[config.mk]
export PLATFORM = sky130hd
export DESIGN_NAME = fpsn_unit
export DESIGN_NICKNAME = d
export VERILOG_FILES = /design/src/rtl/fpsn_pkg.sv /design/src/rtl/fpsn_csr.sv /design/src/rtl/fpsn_classify.sv /design/src/rtl/fpsn_signop.sv /design/src/rtl/fpsn_unit.sv
export SDC_FILE = /design/constraint.sdc
export NUM_CORES = 1
export LEC_CHECK = 0
export CAP_MARGIN = 10
export CORE_MARGIN = 10
export CORE_UTILIZATION = 40
export CTS_CLUSTER_DIAMETER = 100
export DETAILED_ROUTE_END_ITERATION = 8
export GPL_TIMING_DRIVEN = 0
export PLACE_DENSITY = 0.82
export SLEW_MARGIN = 20
export SYNTH_ARGS = -nofsm -noshare
export SYNTH_HDL_FRONTEND = slang
export SYNTH_SLANG_ARGS = --single-unit
[constraint.sdc]
create_clock -name clk -period 4.2 [get_ports clk]
set_clock_uncertainty 0.15 [all_clocks]
set_input_delay 0.84 -clock clk [delete_from_list [all_inputs] [get_ports clk]]
set_output_delay 0.84 -clock clk [all_outputs]
set_load 0.05 [all_outputs]
[src/rtl/fpsn_pkg.sv]
package fpsn_pkg;

    localparam int unsigned FPSN_DW    = 64;
    localparam int unsigned FPSN_NPREC = 2;

    typedef enum logic [1:0] {
        OP_ABS   = 2'd0,
        OP_NEG   = 2'd1,
        OP_CLASS = 2'd2,
        OP_DNAN  = 2'd3
    } fpsn_op_e;

    typedef struct packed {
        logic is_nan;
        logic snan;
        logic qnan;
    } fpsn_cls_t;

    typedef struct packed {
        logic               valid;
        logic [FPSN_DW-1:0] value;
        logic               invalid;
        logic               snan;
        logic               qnan;
    } fpsn_res_t;

    // precision index: 0 single, 1 double
    function automatic int unsigned fpsn_exp_w(input int unsigned p);
        return (p == 0) ? 8 : 11;
    endfunction

    function automatic int unsigned fpsn_frac_w(input int unsigned p);
        return (p == 0) ? 23 : 52;
    endfunction

    function automatic logic [FPSN_DW-1:0] fpsn_dnan(input logic dbl, input logic n2008);
        logic [FPSN_DW-1:0] v;
        if (dbl)
            v = n2008 ? 64'h7FF8_0000_0000_0000 : 64'h7FF7_FFFF_FFFF_FFFF;
        else
            v = n2008 ? 64'h0000_0000_7FC0_0000 : 64'h0000_0000_7FBF_FFFF;
        return v;
    endfunction

endpackage

[src/rtl/fpsn_csr.sv]
module fpsn_csr #(
    parameter int unsigned     W     = 32,
    parameter logic [W-1:0]    WMASK = '1
) (
    input  logic         clk,
    input  logic         rst_n,
    input  logic         we,
    input  logic [W-1:0] wdata,
    output logic [W-1:0] rdata
);

    logic [W-1:0] csr_d, csr_q;

    always_comb begin
        csr_d = csr_q;
        if (we) begin
            csr_d = (csr_q & ~WMASK) | (wdata & WMASK);
        end
    end

    always_ff @(posedge clk or negedge rst_n) begin
        if (!rst_n) begin
            csr_q <= '0;
        end else begin
            csr_q <= csr_d;
        end
    end

    assign rdata = csr_q;

endmodule

[src/rtl/fpsn_classify.sv]
module fpsn_classify
    import fpsn_pkg::*;
#(
    parameter int unsigned EXP_W  = 8,
    parameter int unsigned FRAC_W = 23
) (
    input  logic [EXP_W+FRAC_W-1:0] bits,
    input  logic                    n2008,
    output fpsn_cls_t               cls
);

    localparam int unsigned TOP = EXP_W + FRAC_W - 1;

    logic exp_ones;
    logic frac_nz;
    logic quiet_bit;

    always_comb begin
        exp_ones   = &bits[TOP:FRAC_W];
        frac_nz    = |bits[FRAC_W-1:0];
        quiet_bit  = bits[FRAC_W-1];
        cls.is_nan = exp_ones & frac_nz;
        // legacy: top fraction bit set means signaling; 2008: clear means signaling
        cls.snan   = cls.is_nan & (n2008 ? ~quiet_bit : quiet_bit);
        cls.qnan   = cls.is_nan & ~cls.snan;
    end

endmodule

[src/rtl/fpsn_signop.sv]
module fpsn_signop
    import fpsn_pkg::*;
(
    input  fpsn_op_e           op,
    input  logic               dbl,
    input  logic [FPSN_DW-1:0] x,
    input  logic               is_nan,
    input  logic               a2008,
    input  logic [FPSN_DW-1:0] dnan,
    output logic [FPSN_DW-1:0] value,
    output logic               invalid
);

    logic [FPSN_DW-1:0] xm;
    logic [FPSN_DW-1:0] sbit;
    logic               arith_nan;

    always_comb begin
        xm        = dbl ? x : {32'h0, x[31:0]};
        sbit      = dbl ? {1'b1, 63'h0} : {32'h0, 1'b1, 31'h0};
        arith_nan = ~a2008 & is_nan;
        value     = '0;
        invalid   = 1'b0;
        unique case (op)
            OP_ABS, OP_NEG: begin
                if (arith_nan) begin
                    value   = dnan;
                    invalid = 1'b1;
                end else if (op == OP_ABS) begin
                    value = xm & ~sbit;
                end else begin
                    value = xm ^ sbit;
                end
            end
            OP_CLASS: value = '0;
            OP_DNAN:  value = dnan;
            default:  value = '0;
        endcase
    end

endmodule

[src/rtl/fpsn_unit.sv]
module fpsn_unit
    import fpsn_pkg::*;
#(
    parameter int unsigned         CSR_W        = 32,
    parameter logic [CSR_W-1:0]    CSR_WMASK    = 32'h010C_0F7F,
    parameter int unsigned         NAN_MODE_POS = 18,
    parameter int unsigned         ABS_MODE_POS = 19
) (
    input  logic               clk,
    input  logic               rst_n,
    input  logic               req_valid,
    input  logic [1:0]         req_op,
    input  logic               req_dbl,
    input  logic [FPSN_DW-1:0] req_operand,
    output logic               res_valid,
    output logic [FPSN_DW-1:0] res_value,
    output logic               res_invalid,
    output logic               res_snan,
    output logic               res_qnan,
    input  logic               csr_we,
    input  logic [CSR_W-1:0]   csr_wdata,
    output logic [CSR_W-1:0]   csr_rdata
);

    logic [CSR_W-1:0]   csr_q;
    logic               n2008;
    logic               a2008;
    fpsn_cls_t          cls_prec [FPSN_NPREC];
    fpsn_cls_t          cls_sel;
    logic [FPSN_DW-1:0] dnan;
    logic [FPSN_DW-1:0] sop_val;
    logic               sop_inv;
    fpsn_res_t          res_d, res_q;

    fpsn_csr #(
        .W     (CSR_W),
        .WMASK (CSR_WMASK)
    ) u_csr (
        .clk   (clk),
        .rst_n (rst_n),
        .we    (csr_we),
        .wdata (csr_wdata),
        .rdata (csr_q)
    );

    assign csr_rdata = csr_q;
    assign n2008     = csr_q[NAN_MODE_POS];
    assign a2008     = csr_q[ABS_MODE_POS];

    for (genvar p = 0; p < FPSN_NPREC; p++) begin : g_prec
        localparam int unsigned EW = fpsn_exp_w(p);
        localparam int unsigned FW = fpsn_frac_w(p);
        fpsn_classify #(
            .EXP_W  (EW),
            .FRAC_W (FW)
        ) u_cls (
            .bits  (req_operand[EW+FW-1:0]),
            .n2008 (n2008),
            .cls   (cls_prec[p])
        );
    end

    assign cls_sel = req_dbl ? cls_prec[1] : cls_prec[0];
    assign dnan    = fpsn_dnan(req_dbl, n2008);

    fpsn_signop u_sop (
        .op      (fpsn_op_e'(req_op)),
        .dbl     (req_dbl),
        .x       (req_operand),
        .is_nan  (cls_sel.is_nan),
        .a2008   (a2008),
        .dnan    (dnan),
        .value   (sop_val),
        .invalid (sop_inv)
    );

    always_comb begin
        res_d = '0;
        if (req_valid) begin
            res_d.valid   = 1'b1;
            res_d.value   = sop_val;
            res_d.invalid = sop_inv;
            res_d.snan    = cls_sel.snan;
            res_d.qnan    = cls_sel.qnan;
        end
    end

    always_ff @(posedge clk or negedge rst_n) begin
        if (!rst_n) begin
            res_q <= '0;
        end else begin
            res_q <= res_d;
        end
    end

    assign res_valid   = res_q.valid;
    assign res_value   = res_q.value;
    assign res_invalid = res_q.invalid;
    assign res_snan    = res_q.snan;
    assign res_qnan    = res_q.qnan;

endmodule

# == Yosys cells after proc, flatten, opt, wreduce, memory -nomap -nowiden ==
# Cells that the tools add are included.
# W data, S select, Z words.
# op_classes
n_mux,14
reduce_logical,6
n_eq_ne,3
bitwise_logic,16
# ops
op,n
$mux W64,4
$pmux W64 S3,1
$mux W68,1
$and A64 B64 Y64,1
$not A64 Y64,1
$xor A64 B64 Y64,1
$mux W63,1
$mux W52,1
$reduce_or A52 Y1,1
$or A32 B25 Y32,1
$mux W23,1
$reduce_or A23 Y1,1
$reduce_and A11 Y1,1
$reduce_and A8 Y1,1
$and A1 B1 Y1,7
$not A1 Y1,5
$eq A2 B2 Y1 const B,2
$mux W1,4
$mux W3,1
$eq A2 B1 Y1 const B,1
$logic_not A2 Y1,1
$reduce_or A2 Y1,1
# word_totals
inputBits,103
register_bits,100

# == Logic depth before layout (Yosys ltp) ==
# Gate-level depths: netlist (run 1).
# logic_depth
ltp_word,10
depth_mapped,8
depth_no_buf,6

# == By module ==
# A second synthesis (run 1) with hierarchy kept.
# unflattened
cells_unflattened,332
area_unflattened_um2,4082.7
# modules_own_cells
module,cells_per_inst,n_inst,seq_area_each_um2,area_per_inst_um2
fpsn_unit,152,1,1701.6,2260.9
fpsn_signop,90,1,0.0,862.1
fpsn_csr,48,1,350.3,658.1
fpsn_classify (g_prec[1].u_cls),26,1,0.0,187.7
fpsn_classify (g_prec[0].u_cls),16,1,0.0,113.9

# == Least setup slack after synthesis (run 1) ==
# Ideal clock, no wire load.
# synth_path
path_type,input-to-reg
startpoint,input port req_dbl
endpoint,"register res_q, in the netlist res_value[23]"
cell_stages,7
n_path_buf,3
slack_ns,1.472
t_arrival_ns,2.452
path_cell_list,buf_6 -> or4b_4 -> a211o_1 -> buf_6 -> and2_4 -> buf_6 -> a311o_1
# synth_rtl
element,line,rtl
"start, declared",fpsn_unit.sv:13,"input logic req_dbl,"
"end signal, assigned",fpsn_unit.sv:92,res_q <= res_d;
"end, declared",fpsn_unit.sv:33,"fpsn_res_t res_d, res_q;"

==> out/qor.csv, run 1 <==
stage;metric;value;unit
logic_synthesis;Mapped Cells;314;
place;RD Place Congestion;0.824;
clock_tree;clk buf depth;2;
place;DPL Wire Length;10000;um
power;Seq pwr share;0.430;
worst_setup_path;R2R depth;6;
worst_setup_path;Worst setup SP type;input pin;
clock_tree;H-tree Lvls;3;
run;maxcap violations;0;
clock_tree;Hold Buf Count CTS;0;
floorplanning;Die Wd;117;um
cells_and_area;post-route cell area;5770;sq um
place;DP Area;5580;sq um
cells_and_area;Layout area overhead;54.9;%
power;sw frac;0.327;
global_route;first-pass GRT wire length;19600;um
sta;RSZ-0062 raised after global routing;false;
logic_synthesis;Synth Area in XOR/XNOR;0.00235;
routing;DR iter-0 viols;140;
sta;Final Hold Viols;0;
logic_synthesis;Commonest cells post-synth;dfrtp_1 (82), nand4_1 (26), a21oi_1 (23);
logic_synthesis;share of Yosys cell area claimed by the top area cell type;0.551;
logic_synthesis;mapped cell area;3720;sq um
min_path;min-delay worst type;input pin to async pin;
global_route;residual overflow from global routing;0;
logic_synthesis;leading area contributor after synthesis;dfrtp_1;
clock_tree;clk sink count;82;
clock_tree;number of setup buffers added after CTS;0;
logic_synthesis;mux contribution to synthesized area;0.0420;
global_route;largest net degree at the start of global routing;47;
logic_synthesis;YS warnings;0;
floorplanning;row cnt;35;
cells_and_area;end-of-flow core utilization;0.630;
logic_synthesis;Yosys reg bits;82;
power;worst IR drop on VDD;0.195;mV
clock_tree;Clk pin slew, worst setup/hold paths;0.09;ns
sta;slew margin rel.;0.491;
worst_setup_path;CP Capture Type;flop;
logic_synthesis;asr flop ratio synth;1.00;
logic_synthesis;sequential share of the synthesized area;0.551;
power;P per Cell Area;346;nW/um^2
logic_synthesis;predominant post-synthesis flop cell;dfrtp_1;
worst_setup_path;reg2reg end;res_value[6];
power;Switching Power;0.653;mW
sta;# setup viols final;0;
worst_setup_path;Worst Path Required;4.25;ns
worst_setup_path;WS Path Type;input pin to flop;
worst_setup_path;CP arrival;3.29;ns
cells_and_area;Final #Nets;613;
floorplanning;Initial Util;0.407;
power;Pint;1.34;mW
routing;drt wl/cell;20.4;um
sta;min cycle time layout;3.24;ns
floorplanning;Die ar.;13600;sq um
cells_and_area;fillers;762;
power;Lkg Pwr;2.49;nW
cells_and_area;layout cells sized above 1;0.133;
sta;max-slew violation count;0;
clock_tree;CTS tree;yes;
logic_synthesis;post-synth cell types;42;
clock_tree;clk_lat worst skew;0.34;ns
sta;post-route setup TNS;0;ns
routing;DRC Markers;0;
floorplanning;Die Height;117;um
logic_synthesis;Synth Area in Compound Gates;0.167;
logic_synthesis;Synth Area in Adders;0.0134;
routing;Total Wirelength;12700;um
sta;Final Cycle Share;0.771;
floorplanning;# IOs;203;
worst_setup_path;R2R Setup Slk;1.88;ns
worst_setup_path;worst r2r src;u_csr.rdata[19];
logic_synthesis;EDFF count, synth;0;
global_route;number of antenna violations at the first check in global routing;0;
sta;Max Freq;309;MHz
place;PortBufs;163;
routing;Antenna Nets Post-Route;0;
cells_and_area;Antenna Cells;0;
status;status;finished, final reports clean;
clock_tree;total CTS buffers;9;
clock_tree;Post-CTS Resized;0;
logic_synthesis;count leader, synth;dfrtp_1;
clock_tree;clock root cell;clkbuf_8;
routing;First-pass DRT Iterations;4;
routing;via total after detailed routing;3352;
power;Clock power frac;0.283;
power;combinational share of power;0.287;
sta;worst-margin pin slew;0.762;ns
logic_synthesis;Avg Inst Size Synth;11.9;sq um
floorplanning;core box area;9150;sq um
global_route;GRT Total Usage;0.185;
logic_synthesis;largest family of logic cells by synthesized area;compound AO/OA/AOI/OAI gates;
worst_setup_path;worst-path fanout max;10;
logic_synthesis;simple-gate area share of the yosys netlist;0.133;
routing;Avg Vias per Cell;5.40;
logic_synthesis;Area contributors post-synth;dfrtp_1 (55%), o311a_1 (5.9%), buf_4 (4.4%);
global_route;vias in the first global route;3707;
-- power groups by stage --
stage               logic [mW]  registers [mW]  clock network (mW)
floorplan                0.151            1.05                   0
global placement         0.564           0.872                   0
detailed placement       0.573           0.875                   0
CTS                      0.576           0.859               0.579
global route             0.606           0.863               0.613
finish                   0.574           0.858               0.566
-- worst max path at each step --
| stage | endpoint | cells after the start | startpoint |
|---|---|---|---|
| after floorplan | res_value[23] | 7 | req_dbl |
| after detailed placement | res_value[50] | 7 | req_operand[17] |
| final | res_value[43] | 7 | req_operand[17] |
| after global routing | res_value[50] | 7 | req_operand[12] |
| after global placement | res_value[7] | 1 | rst_n |
| after CTS | res_value[50] | 7 | req_operand[19] |
-- cell type report --
class	count	area (sq um)	share of cell area
Sequential cell	82	2050	0.356
Clock buffer	10	138	0.0239
Buffer	53	325	0.0564
Inverter	3	11.3	0.00195
Clock inverter	5	55.1	0.00954
Timing Repair Buffer	164	1650	0.286
Tap cell	111	139	0.0241
Multi-Input combinational cell	193	1400	0.243
-- metrics by stage --
stage          hold slack, ns  setup WS [ns]  std cells  power (mW)
3_3_place_gp            0.338         -0.702        605        1.44
6_report                0.300          0.961        621        2.00
2_1_floorplan           0.384           1.47        331        1.20
4_1_cts                 0.314          0.980        621        2.01
3_5_place_dp            0.349          0.612        606        1.45
5_1_grt                 0.327          0.816        621        2.08
-- cell families after synthesis --
| logic type | Yosys count |
|---|---|
| buffers and inverters | 56 |
| AND/OR/NAND/NOR | 80 |
| flip-flops | 82 |
| other | 1 |
| multiplexers | 14 |
| XOR/XNOR | 1 |
| adder cells (fa/ha/maj) | 4 |
| AO/OA/AOI/OAI | 76 |
-- sequential cells by signal (all words and copies together) (netlist names) --
name	count
res_invalid	1
res_qnan	1
res_snan	1
res_valid	1
res_value	64
u_csr.rdata	14
-- cell usage in the layout (no fill, tap or decap), types with 4 or more instances in the layout --
master	count
o31a_1	11
conb_1	18
dfrtp_1	82
buf_2	5
nor4_1	11
o311a_1	22
buf_6	5
clkbuf_8	10
clkdlybuf4s50_1	162
mux2_2	13
nor2b_1	9
a311o_1	8
clkbuf_1	20
ha_1	4
nand2_1	7
nor2_1	5
buf_4	23
a21oi_1	23
nand4_1	26
-- routing by layer --
metal | global-route usage | wire length [um] | up-vias
li1 | - | - | 1540
met1 | 0.211 | 4780 | 1623
met2 | 0.298 | 6170 | 156
met3 | 0.0734 | 1330 | 33
met4 | 0.0867 | 395 | 0
met5 | 0 | 0 | -
-- critical path: stages --
cell             delay (ns)
clkdlybuf4s50_1        0.42
or4_1                  0.54
nor2_2                 0.24
nand4_1                0.19
a211oi_2               0.67
buf_4                  0.30
a21oi_1                0.08
Power figures use the tool's default switching activity.
==> run 2, diff against run 1 <==
Settings changed: CORE_UTILIZATION 40 to 35, PLACE_DENSITY 0.82 to 0.76.
Clock period 4.2 ns to 2.9 ns, I/O delays scaled along.
==> out/qor.csv, run 2 (same netlist as run 1, synthesis figures left out) <==
stage;metric;value;unit;change
global_route;residual overflow from global routing;0;;unchanged
clock_tree;H-tree Lvls;3;;unchanged
floorplanning;Die ar.;15200;sq um;+12%
clock_tree;clk_lat worst skew;0.34;ns;about the same
status;status;finished, final reports clean;;
sta;# setup viols final;0;;unchanged
routing;First-pass DRT Iterations;4;;unchanged
worst_setup_path;WS Path Type;input pin to flop;;
clock_tree;clk sink count;82;;unchanged
clock_tree;clock root cell;clkbuf_8;;
global_route;first-pass GRT wire length;19500;um;-0.50%
sta;max-slew violation count;0;;unchanged
global_route;GRT Total Usage;0.163;;-0.0224
power;P per Cell Area;500;nW/um^2;+44%
cells_and_area;most frequent cells in the layout;clkdlybuf4s50_1 (161), dfrtp_1 (82), nand4_1 (26);;
cells_and_area;end-of-flow core utilization;0.562;;-0.0682
clock_tree;Hold Buf Count CTS;0;;unchanged
clock_tree;clk buf depth;2;;unchanged
floorplanning;row cnt;37;;+5.7%
worst_setup_path;CP Capture Type;flop;;
cells_and_area;Antenna Cells;0;;unchanged
routing;Avg Vias per Cell;5.13;;-4.9%
global_route;number of antenna violations at the first check in global routing;0;;unchanged
run;maxcap violations;0;;unchanged
clock_tree;total CTS buffers;9;;unchanged
worst_setup_path;Worst setup SP type;input pin;;
worst_setup_path;Worst Path Required;2.96;ns;-1.29 ns
sta;min cycle time layout;2.75;ns;
worst_setup_path;worst-path fanout max;10;;unchanged
clock_tree;CTS tree;yes;;
sta;Max Freq;363;MHz;
cells_and_area;commonest non-fill, non-tap cell in the layout;clkdlybuf4s50_1;;
cells_and_area;number of flip-flops in the largest register;64;;unchanged
routing;Antenna Nets Post-Route;0;;unchanged
place;PortBufs;163;;unchanged
sta;worst-margin pin slew;0.561;ns;-0.201 ns
global_route;vias in the first global route;3560;;-4.0%
routing;DR iter-0 viols;250;;+79%
place;RD Place Congestion;0.793;;-3.8%
floorplanning;Die Height;123;um;+5.7%
power;worst IR drop on VDD;0.198;mV;+1.4%
routing;Total Wirelength;12600;um;-0.35%
clock_tree;Clk pin slew, worst setup/hold paths;0.07;ns;-0.02 ns
cells_and_area;Layout area overhead;56.5;%;
place;DPL Wire Length;9990;um;-0.38%
place;post-place setup slack;-0.457;ns;-1.07 ns
floorplanning;# IOs;203;;unchanged
routing;via total after detailed routing;3325;;-0.81%
sta;final worst setup slack;0.147;ns;-0.814 ns
sta;slew margin rel.;0.626;;+0.135
sta;Final Cycle Share;0.949;;
min_path;min-delay worst type;input pin to async pin;;
cells_and_area;layout cells sized above 1;0.137;;+0.00339
floorplanning;Initial Util;0.359;;-0.0478
global_route;largest net degree at the start of global routing;45;;-4.3%
cells_and_area;Final #Nets;614;;+0.16%
worst_setup_path;CP arrival;2.82;ns;-0.47 ns
sta;Final Hold Viols;0;;unchanged
worst_setup_path;R2R depth;6;;unchanged
floorplanning;Die Wd;123;um;+5.7%
floorplanning;core box area;10400;sq um;+13%
power;Lkg Pwr;2.52;nW;+1.1%
routing;DRC Markers;0;;unchanged
sta;RSZ-0062 raised after global routing;false;;
routing;drt wl/cell;19.5;um;-4.5%
sta;post-route setup TNS;0;ns;unchanged
[run 2: worst paths after layout]
kind | from | end | slack (ns)
min | rst_n | res_value[24] | 0.06
max in group asynchronous | rst_n | res_value[8] | 1.95
min reg2reg | u_csr.rdata[8] | u_csr.rdata[8] | 0.36
min in group clk | u_csr.rdata[8] | u_csr.rdata[8] | 0.36
max | req_operand[55] | res_value[29] | 0.15
max reg2reg | u_csr.rdata[19] | res_value[29] | 0.61
[run 2: layout make-up]
cell class              instances  area [sq um]
multi-input cells             193          1410
flip-flops and latches         82          2050
well taps                     136           170
repair buffers                165          1660
plain buffers                  53           325
inverters                       3          11.3
fillers                       896          4540
clock inverters                 5          52.6
clock buffers                  11           151
[run 2: timing repair]
item,4_1_cts,5_1_grt
setup endpoints to repair,10,39
buffers inserted,0,1
pin swaps,0,1
resized for setup,1,1
[run 2: layer usage]
metal | up-vias | GRT usage | share of wire
met2 | 135 | 0.270 | 0.50
met1 | 1640 | 0.190 | 0.39
li1 | 1536 | - | -
met3 | 14 | 0.0524 | 0.091
met5 | - | 0 | 0
met4 | 0 | 0.0670 | 0.016
[run 2: metrics by stage]
stage / area, sq um / std cells / hold WS [ns] / total power [mW]
after floorplan: 3790 / 331 / 0.134 / 1.74
after global placement: 5590 / 630 / 0.340 / 2.08
after detailed placement: 5610 / 631 / 0.346 / 2.10
after CTS: 5820 / 647 / 0.0527 / 2.95
after global routing: 5830 / 648 / 0.0789 / 3.04
final: 5830 / 648 / 0.0569 / 2.91
[run 2: worst max-delay path, cell delays in order]
cell,delay (ns)
clkdlybuf4s50_1,0.50
nand4_1,0.16
or4_1,0.55
a41o_1,0.22
buf_4,0.17
and2_4,0.17
buf_6,0.13
a311o_1,0.33
[run 2: power breakdown]
group	switching [mW]	internal, mW	leakage [nW]	total (mW)
clock	0.398	0.441	0.105	0.839
sequential	0.0276	1.22	1.06	1.24
combinational	0.513	0.319	1.36	0.832
total	0.939	1.97	2.52	2.91
